--- src/rtl/irq_redir_pkg.sv ---
package irq_redir_pkg;
  localparam logic [6:0] OFS_SEL = 7'h00;
  localparam logic [6:0] OFS_WIN = 7'h10;
  localparam logic [6:0] OFS_EOI = 7'h40;
  localparam logic [7:0] IDX_VER  = 8'h01;
  localparam logic [7:0] IDX_BASE = 8'h10;
  localparam int POL_B  = 13;
  localparam int LVL_B  = 15;
  localparam int MASK_B = 16;
endpackage

--- src/rtl/irq_redir_regs.sv ---
module irq_redir_regs
  import irq_redir_pkg::*;
#(
  parameter int NL = 8,
  parameter int DW = 8,
  parameter logic [7:0] VER = 8'h11
) (
  input  logic                   clk,
  input  logic                   rst_n,
  input  logic                   bus_wr,
  input  logic [6:0]             bus_addr,
  input  logic [31:0]            bus_wdata,
  output logic [31:0]            bus_rdata,
  output logic [NL-1:0]          mask_o,
  output logic [NL-1:0]          pol_o,
  output logic [NL-1:0]          lvl_o,
  output logic [NL-1:0][DW-1:0]  dat_o,
  output logic [NL-1:0][15:0]    dst_o,
  output logic [NL-1:0]          eoi_o
);
  localparam int LW = (NL > 1) ? $clog2(NL) : 1;
  localparam logic [8:0] IDX_END = 9'(16 + 2 * NL);

  logic [7:0]  sel_q;
  logic [7:0]  off;
  logic [LW-1:0] line_idx;
  logic        win_hit, wr_win;
  logic [31:0] win_rd, lo_w;

  assign off      = sel_q - IDX_BASE;
  assign line_idx = off[LW:1];
  assign win_hit  = (sel_q >= IDX_BASE) && ({1'b0, sel_q} < IDX_END);
  assign wr_win   = bus_wr && (bus_addr == OFS_WIN) && win_hit;

  always_ff @(posedge clk or negedge rst_n) begin
    if (!rst_n) begin
      sel_q  <= '0;
      mask_o <= '1;
      pol_o  <= '0;
      lvl_o  <= '0;
      dat_o  <= '0;
      dst_o  <= '0;
    end else begin
      if (bus_wr && bus_addr == OFS_SEL) sel_q <= bus_wdata[7:0];
      for (int i = 0; i < NL; i++) begin
        if (wr_win && line_idx == LW'(i)) begin
          if (sel_q[0]) begin
            dst_o[i] <= bus_wdata[31:16];
          end else begin
            dat_o[i]  <= bus_wdata[DW-1:0];
            pol_o[i]  <= bus_wdata[POL_B];
            lvl_o[i]  <= bus_wdata[LVL_B];
            mask_o[i] <= bus_wdata[MASK_B];
          end
        end
      end
    end
  end

  always_comb begin
    lo_w = '0;
    lo_w[DW-1:0] = dat_o[line_idx];
    lo_w[POL_B]  = pol_o[line_idx];
    lo_w[LVL_B]  = lvl_o[line_idx];
    lo_w[MASK_B] = mask_o[line_idx];
    if (sel_q == IDX_VER)  win_rd = {8'h00, 8'(NL - 1), 8'h00, VER};
    else if (!win_hit)     win_rd = '0;
    else if (sel_q[0])     win_rd = {dst_o[line_idx], 16'h0000};
    else                   win_rd = lo_w;
    case (bus_addr)
      OFS_SEL: bus_rdata = {24'h0, sel_q};
      OFS_WIN: bus_rdata = win_rd;
      default: bus_rdata = '0;
    endcase
  end

  for (genvar g = 0; g < NL; g++) begin : g_eoi
    assign eoi_o[g] = bus_wr && (bus_addr == OFS_EOI) && (bus_wdata[DW-1:0] == dat_o[g]);
  end


  cfg_hold_chk: assert property (@(posedge clk) disable iff (!rst_n)
    !bus_wr |=> $stable(mask_o) && $stable(dat_o) && $stable(dst_o));
endmodule

--- src/rtl/irq_redir_line.sv ---
module irq_redir_line (
  input  logic clk,
  input  logic rst_n,
  input  logic irq_i,
  input  logic mask_i,
  input  logic pol_i,
  input  logic lvl_i,
  input  logic eoi_i,
  input  logic gnt_i,
  output logic req_o
);
  logic in_q, act_q, pend_q, insvc_q, act, rise;

  assign act  = in_q ^ pol_i;
  assign rise = act & ~act_q;
  assign req_o = lvl_i ? (act & ~mask_i & ~insvc_q) : (pend_q & ~mask_i);

  always_ff @(posedge clk or negedge rst_n) begin
    if (!rst_n) begin
      in_q    <= 1'b0;
      act_q   <= 1'b0;
      pend_q  <= 1'b0;
      insvc_q <= 1'b0;
    end else begin
      in_q    <= irq_i;
      act_q   <= act;
      pend_q  <= (pend_q & ~gnt_i) | (rise & ~lvl_i);
      insvc_q <= (insvc_q & ~eoi_i) | (gnt_i & lvl_i);
    end
  end


  gnt_req_chk: assert property (@(posedge clk) disable iff (!rst_n) gnt_i |-> req_o);

  insvc_set_chk: assert property (@(posedge clk) disable iff (!rst_n)
    gnt_i && lvl_i |=> insvc_q);
endmodule

--- src/rtl/irq_redir_msg.sv ---
module irq_redir_msg #(
  parameter int NL = 8,
  parameter int DW = 8
) (
  input  logic                  clk,
  input  logic                  rst_n,
  input  logic [NL-1:0]         req_i,
  input  logic [NL-1:0][DW-1:0] dat_i,
  input  logic [NL-1:0][15:0]   dst_i,
  output logic [NL-1:0]         gnt_o,
  output logic                  msg_valid,
  input  logic                  msg_ready,
  output logic [15:0]           msg_addr,
  output logic [DW-1:0]         msg_data
);
  localparam int LW = (NL > 1) ? $clog2(NL) : 1;

  logic [LW-1:0] pick;
  logic          take;

  always_comb begin
    pick = '0;
    for (int i = NL - 1; i >= 0; i--) if (req_i[i]) pick = LW'(i);
  end

  assign take  = (!msg_valid || msg_ready) && (|req_i);
  assign gnt_o = take ? (NL'(1) << pick) : '0;

  always_ff @(posedge clk or negedge rst_n) begin
    if (!rst_n) begin
      msg_valid <= 1'b0;
      msg_addr  <= '0;
      msg_data  <= '0;
    end else if (take) begin
      msg_valid <= 1'b1;
      msg_addr  <= dst_i[pick];
      msg_data  <= dat_i[pick];
    end else if (msg_ready) begin
      msg_valid <= 1'b0;
    end
  end


  hold_chk: assert property (@(posedge clk) disable iff (!rst_n)
    msg_valid && !msg_ready |=> msg_valid && $stable(msg_addr) && $stable(msg_data));

  prio_chk: assert property (@(posedge clk) disable iff (!rst_n)
    take |-> (req_i & (gnt_o - NL'(1))) == '0);

  gnt_one_chk: assert property (@(posedge clk) disable iff (!rst_n) $onehot0(gnt_o));
endmodule

--- src/rtl/irq_redirect.sv ---
module irq_redirect #(
  parameter int NL = 8,
  parameter int DW = 8,
  parameter logic [7:0] VER = 8'h11
) (
  input  logic          clk,
  input  logic          rst_n,
  input  logic [NL-1:0] irq_in,
  input  logic          bus_wr,
  input  logic [6:0]    bus_addr,
  input  logic [31:0]   bus_wdata,
  output logic [31:0]   bus_rdata,
  output logic          msg_valid,
  input  logic          msg_ready,
  output logic [15:0]   msg_addr,
  output logic [DW-1:0] msg_data
);
  logic [NL-1:0]         mask, pol, lvl, eoi, req, gnt;
  logic [NL-1:0][DW-1:0] dat;
  logic [NL-1:0][15:0]   dst;

  irq_redir_regs #(.NL(NL), .DW(DW), .VER(VER)) u_regs (
    .clk(clk), .rst_n(rst_n), .bus_wr(bus_wr), .bus_addr(bus_addr),
    .bus_wdata(bus_wdata), .bus_rdata(bus_rdata), .mask_o(mask), .pol_o(pol),
    .lvl_o(lvl), .dat_o(dat), .dst_o(dst), .eoi_o(eoi));

  for (genvar g = 0; g < NL; g++) begin : g_line
    irq_redir_line u_line (
      .clk(clk), .rst_n(rst_n), .irq_i(irq_in[g]), .mask_i(mask[g]),
      .pol_i(pol[g]), .lvl_i(lvl[g]), .eoi_i(eoi[g]), .gnt_i(gnt[g]),
      .req_o(req[g]));
  end

  irq_redir_msg #(.NL(NL), .DW(DW)) u_msg (
    .clk(clk), .rst_n(rst_n), .req_i(req), .dat_i(dat), .dst_i(dst),
    .gnt_o(gnt), .msg_valid(msg_valid), .msg_ready(msg_ready),
    .msg_addr(msg_addr), .msg_data(msg_data));


  idle_reset_chk: assert property (@(posedge clk) disable iff (!rst_n)
    $rose(msg_valid) |-> $past(|req));
endmodule

--- config.mk ---
export PLATFORM = sky130hd
export DESIGN_NAME = irq_redirect
export DESIGN_NICKNAME = d
export VERILOG_FILES = /design/src/rtl/irq_redir_pkg.sv /design/src/rtl/irq_redir_regs.sv /design/src/rtl/irq_redir_line.sv /design/src/rtl/irq_redir_msg.sv /design/src/rtl/irq_redirect.sv
export SDC_FILE = /design/constraint.sdc
export NUM_CORES = 1
export LEC_CHECK = 0
export ABC_CLOCK_PERIOD_IN_PS = 3060
export BUFFER_PORTS_ARGS = -buffer_cell sky130_fd_sc_hd__buf_4
export CAP_MARGIN = 20
export CORE_MARGIN = 1
export CORE_UTILIZATION = 60
export DETAILED_ROUTE_END_ITERATION = 12
export PLACE_DENSITY = 0.79
export SLEW_MARGIN = 20
export SYNTH_ARGS = -nofsm -noshare
export SYNTH_HDL_FRONTEND = slang
export SYNTH_SLANG_ARGS = --single-unit
export TNS_END_PERCENT = 5
--- constraint.sdc ---
create_clock -name clk -period 3.06 [get_ports clk]
set_clock_uncertainty 0.05 [all_clocks]
set_input_delay 0.459 -clock clk [delete_from_list [all_inputs] [get_ports clk]]
set_output_delay 0.459 -clock clk [all_outputs]
set_load 0.03 [all_outputs]
Yosys cells after proc, flatten, opt, wreduce, memory -nomap -nowiden:

Index checks and enable logic that the tools add are counted.
W data, S select, Z words.

* register bits after elaboration: 281
* input port bits: 51
* output and inout bits: 57

* add/subtract/negate cells: 1
* order comparisons: 4
* equality and inequality tests: 18
* shift-type cells: 1
* muxes and demuxes: 37
* bitwise logic cells: 137
* reductions and logical operators: 44

Operators with widths (number)
* $bmux W16 S3: 2
* $mux W32: 3
* $and A1 B1 Y1: 64
* $eq A8 B8 Y1: 8
* $pmux W32 S2: 1
* $not A1 Y1: 49
* $bmux W8 S3: 2
* $mux W16: 2
* $reduce_and A2 Y1: 16
* $mux W3: 8
* $mux W8: 3
* $logic_and A1 B1 Y1: 22
* $or A1 B1 Y1: 16
* $mux W1: 13
* $eq A3 B3 Y1 const B: 4
* $bmux W1 S3: 3
* $eq A8 B1 Y1 const B: 1
* $ge A8 B5 Y1 const B: 1
* $lt A3 B4 Y1 const B: 2
* $lt A8 B6 Y1 const B: 1
* $reduce_or A8 Y1: 1
* $shl A1 B3 Y8 const A: 1
* $xor A1 B1 Y1: 8
* $eq A7 B5 Y1 const B: 1
* 9 further kinds: 10

Logic depth before layout (Yosys ltp):

* depth in word-level cells: 17
* gate-level depth with buffers: 10
* depth with buffers taken out: 7

By module:

A second synthesis with hierarchy kept.

* cell total of the unflattened synthesis: 1228
* area total of the unflattened synthesis: 15128.3 um2

Modules (own cells, without submodules)
* irq_redir_regs: times used 1, cells an instance 775, area each 11360.9 um2, seq. area each 5615.4 um2
* irq_redir_msg: times used 1, cells an instance 349, area each 2526.2 um2, seq. area each 625.6 um2
* irq_redir_line: times used 8, cells an instance 13, area each 155.1 um2, seq. area each 100.1 um2

Worst setup path before layout:

Ideal clock, no wire load.

* path kind: reg-to-output
* start: reg u_regs.sel_q[2]
* end: out bus_rdata[0]
* arrival: 2.964 ns
* path slack: -0.413 ns
* cell stages (with the launch flop): 8
* cell sequence: dfrtp_1 > clkbuf_1 > or2_2 > clkbuf_1 > or4b_2 > nor4_1 > a21oi_1 > a211oi_1

* longest elaborated chain between the ends: 7

Ends and longest elaborated chain
* start: declaration: line irq_redir_regs.sv:24 `logic [7:0] sel_q;`
* start signal: assignment: line irq_redir_regs.sv:44 `if (bus_wr && bus_addr == OFS_SEL) sel_q <= bus_wdata[7:0];`
* $sub A4 B1 Y4: line irq_redir_regs.sv:30 `assign off = sel_q - IDX_BASE;`
* $bmux W8 S3: line irq_redir_regs.sv:62 `lo_w[DW-1:0] = dat_o[line_idx];`
* $mux W8 (not written as such): line irq_redir_regs.sv:62
* $mux W32: line irq_redir_regs.sv:68 `else if (sel_q[0]) win_rd = {dst_o[line_idx], 16'h0000};`
* $mux W32: line irq_redir_regs.sv:67 `else if (!win_hit) win_rd = '0;`
* $mux W32 (*): line irq_redir_regs.sv:66 `if (sel_q == IDX_VER) win_rd = {8'h00, 8'(NL - 1), 8'h00, VER};`
* $pmux W32 S2 (*): line irq_redir_regs.sv:70 `case (bus_addr)`
* end: declaration: line irq_redirect.sv:12 `output logic [31:0] bus_rdata,`

Every way passes the cells marked *; elsewhere a longest branch is shown, timed or not. The select of a mux whose other input is x is not followed.

Worst setup path after layout:

Same ends and word-level chain as after synthesis.

==> impl_metrics.tcl <==
set metrics [dict create \
    status "finished, violations left" \
    violations "setup timing" \
    worstHoldPathCells 2 \
    rows 56 \
    cts_max_level 1 \
    drc 0 \
    dieArea_um2 25100 \
    hold_viol 0 \
    syn_avg_cell_area_um2 13.0 \
    ioPinCount 108 \
    hold_path_class "in -> reg" \
    gr-total-overflow 0 \
    yosysSeqAreaShare_pct 47.9 \
    syn_area_um2 14700 \
    maxCapViolCount 0 \
    period_needed_ns 3.19 \
    drive_above_1_share_pct 43.3 \
    critical_path.max_fanout 2 \
    synth_compound_area_share_pct 8.18 \
    cpMaxStageDelayCell "or4b_4" \
    relSlewSlack_pct 52.9 \
    synth-simple-area-share_pct 6.75 \
    synth_cells 1135 \
    async_flop_share_pct 100 \
    netlist_top_cells_count "dfrtp_1, mux2_2, xor2_1" \
    grt_max_degree 83 \
    fp.dieH_um 159 \
    io_buffers 95 \
    synth_ff_type "dfrtp_1" \
    pwr-share-clk_pct 43.7 \
    largest_registers "u_regs.dst_o x128, u_regs.dat_o x64, u_msg.msg_addr x16" \
    critical_path.max_stage_delay_ns 0.50 \
    start_kind "flip-flop" \
    synthAdderAreaFrac_pct 0 \
    place_congestion 0.881 \
    layout_setup_ws_ns -0.131 \
    synth_top_area_share_pct 46.4 \
    setup_viol 6 \
    synth_cell_type_count 51 \
    clk_pin_slew_worst_paths_ns 0.07 \
    synth.area.top_cells "dfrtp_1, mux2_2, mux4_2" \
    grt_antenna_before_repair 0 \
    switching_power_mw 2.27 \
    p_int_mw 6.55 \
    largest_reg_flops 128 \
    layout.cells.non_filler 1625 \
    num_antenna_cells 0 \
    ys_ff_latch 281 \
    combinationalPowerShare_pct 13.0 \
    grt_pass1_vias 11000 \
    track_usage_pct 34.8 \
    cts-root-buf "clkbuf_16" \
    cts_tree "done" \
    start_util_pct 61.9 \
    reg2reg_slack_ns 0.17 \
    ant_nets 0 \
    synth_top_cell_by_area "dfrtp_1" \
    regMostFlops "u_regs.dst_o" \
    powerDensity_nw_per_um2 495 \
    cp.required_ns 2.55 \
    swShare_pct 25.7 \
    fmax_mhz 313 \
    irDropWorstVdd_uv 479 \
    worstMarginPinSlew_ns 0.706 \
    drt-vias-per-instance 6.73 \
    synth.most_common_cell "dfrtp_1" \
    synth-xor-area-share_pct 4.29 \
    clock_sinks 281 \
    area_growth_syn_to_layout_pct 21.1 \
    die_w_um 159 \
    drtIter0Drc 1043 \
    clock_latency_ns 0.56 \
    numCtsBuffers 30 \
    dpl.hpwl_um 26500 \
    end_kind "output pin" \
    rsz0062_at_grt "yes" \
    core_area_um2 23800 \
    ys_warn_count 0 \
    dp_slack_ns -0.0711 \
    path_cells "or2_4 -> or4b_4 -> nor4_4 -> buf_4 -> a21oi_2 -> a211oi_4 -> buf_6" \
    grt_pass1_wl_um 64500 \
    seqPwrFrac_pct 43.2 \
    crit_type "reg -> out" \
    synth_mux_area_share_pct 30.0 \
    ff2ff_path_depth 8 \
    cts_buffer_depth 3 \
    synth-edff-count 0 \
    num_vias 10900 \
    final_nets 1333 \
    synth_top_family_by_area "multiplexers" \
    drtPass1Iterations 5 \
    dp.cells 1540 \
    arrival_ns 2.68 \
    leakagePower_nw 8.53 \
    drt_wl_total_um 42700 \
    finalMaxSlewViolations 0 \
    wl_per_cell_um 26.3 \
    finalCritPeriodShare_pct 104 \
]
final timing paths:
kind | from | to
worst max-delay path | u_regs.sel_q[2]$_DFFE_PN0P_ | bus_rdata[0]
worst min-delay path | bus_wdata[13] | u_regs.pol_o[0]$_DFFE_PN0P_
worst max register to register | u_regs.pol_o[6]$_DFFE_PN0P_ | u_msg.msg_addr[2]$_DFFE_PN0P_
worst min register to register | g_line[0].u_line.act_q$_DFF_PN0_ | g_line[0].u_line.pend_q$_DFF_PN0_
max in group asynchronous | rst_n | u_regs.mask_o[2]$_DFFE_PN1P_
min in group asynchronous | rst_n | u_regs.dat_o[32]$_DFFE_PN0P_
layout by cell type, fill, tap and decap left out, types with 6 or more instances in the layout:
cell type      instances
dfrtp_1              271
mux2_2               207
buf_4                161
xor2_1                72
mux4_2                55
nor2_1                52
nand2_1               49
mux2_1                40
a221oi_1              39
mux2i_1               37
clkbuf_16             31
o21ai_0               17
nor4_1                17
buf_12                17
a21oi_1               16
nor3b_1               15
nand3_1               14
a221o_1               13
o221a_2               13
nor2_2                12
clkbuf_8              11
a22o_1                 9
dlygate4sd3_1          9
a211oi_1               8
a21o_1                 8
a32o_1                 8
dfstp_2                8
conb_1                 6
clkinv_2               6
buf_6                  6
cell type report:
class / instances / area (um2)
multi-input cells: 767 / 7390
clock buffers: 47 / 946
fillers: 1484 / 5940
flip-flops and latches: 281 / 7050
clock inverters: 9 / 120
inverters: 2 / 7.51
well taps: 319 / 399
repair buffers: 200 / 1900
power by group through the flow:
stage	sequential [mW]	combinational, mW	clock (mW)
after CTS	3.81	1.09	3.88
after global routing	3.82	1.20	4.03
after floorplan	3.91	0.511	0
after detailed placement	3.87	1.02	0
after global placement	3.87	1.01	0
final	3.81	1.15	3.86
logic make-up (layout without fill, tap and decap cells):
family,Yosys count,after routing
AOI/OAI and AO/OA,153,153
muxes,341,341
other,1,6
xor gates and xnor gates,72,72
buffers and inverters,92,258
DFF,281,281
and+or+nand+nor,195,195
critical path, delay by kind of cell (launching register included):
| kind | cells | cell delay (ns) |
|---|---|---|
| compound gates | 2 | 0.37 |
| simple gates | 3 | 0.92 |
| flops | 1 | 0.49 |
| buf+inv | 2 | 0.36 |
repair_timing:
item	4_1_cts	5_1_grt
resized for setup	10	21
pin swaps	4	3
buffers inserted	4	12
cloned	4	0
hold buffers	9	0
setup endpoints to repair	17	23
hold endpoints to repair	84	0
metrics by stage:
stage	hold WS [ns]	power [mW]	utilization [%]	setup TNS, ns	area [um2]
floorplan	0.113	4.42	-	-0.290	14800
global placement	0.424	4.88	68.4	-0.638	16300
detailed placement	0.432	4.89	68.4	-0.579	16300
CTS	0.136	8.79	74.3	-0.896	17600
global route	0.145	9.04	75.0	-1.12	17800
finish	0.147	8.82	75.0	-0.492	17800
per-layer routing:
metal / vias to the layer above / GRT usage, % / share of wire, %
met3: 120 / 5.88 / 8.2
met4: 0 / 14.4 / 3.8
met1: 5626 / 46.6 / 39
met2: 615 / 56.5 / 49
met5: - / 0 / 0
li1: 4577 / - / -
No activity file was read; power rests on OpenSTA's default activity.
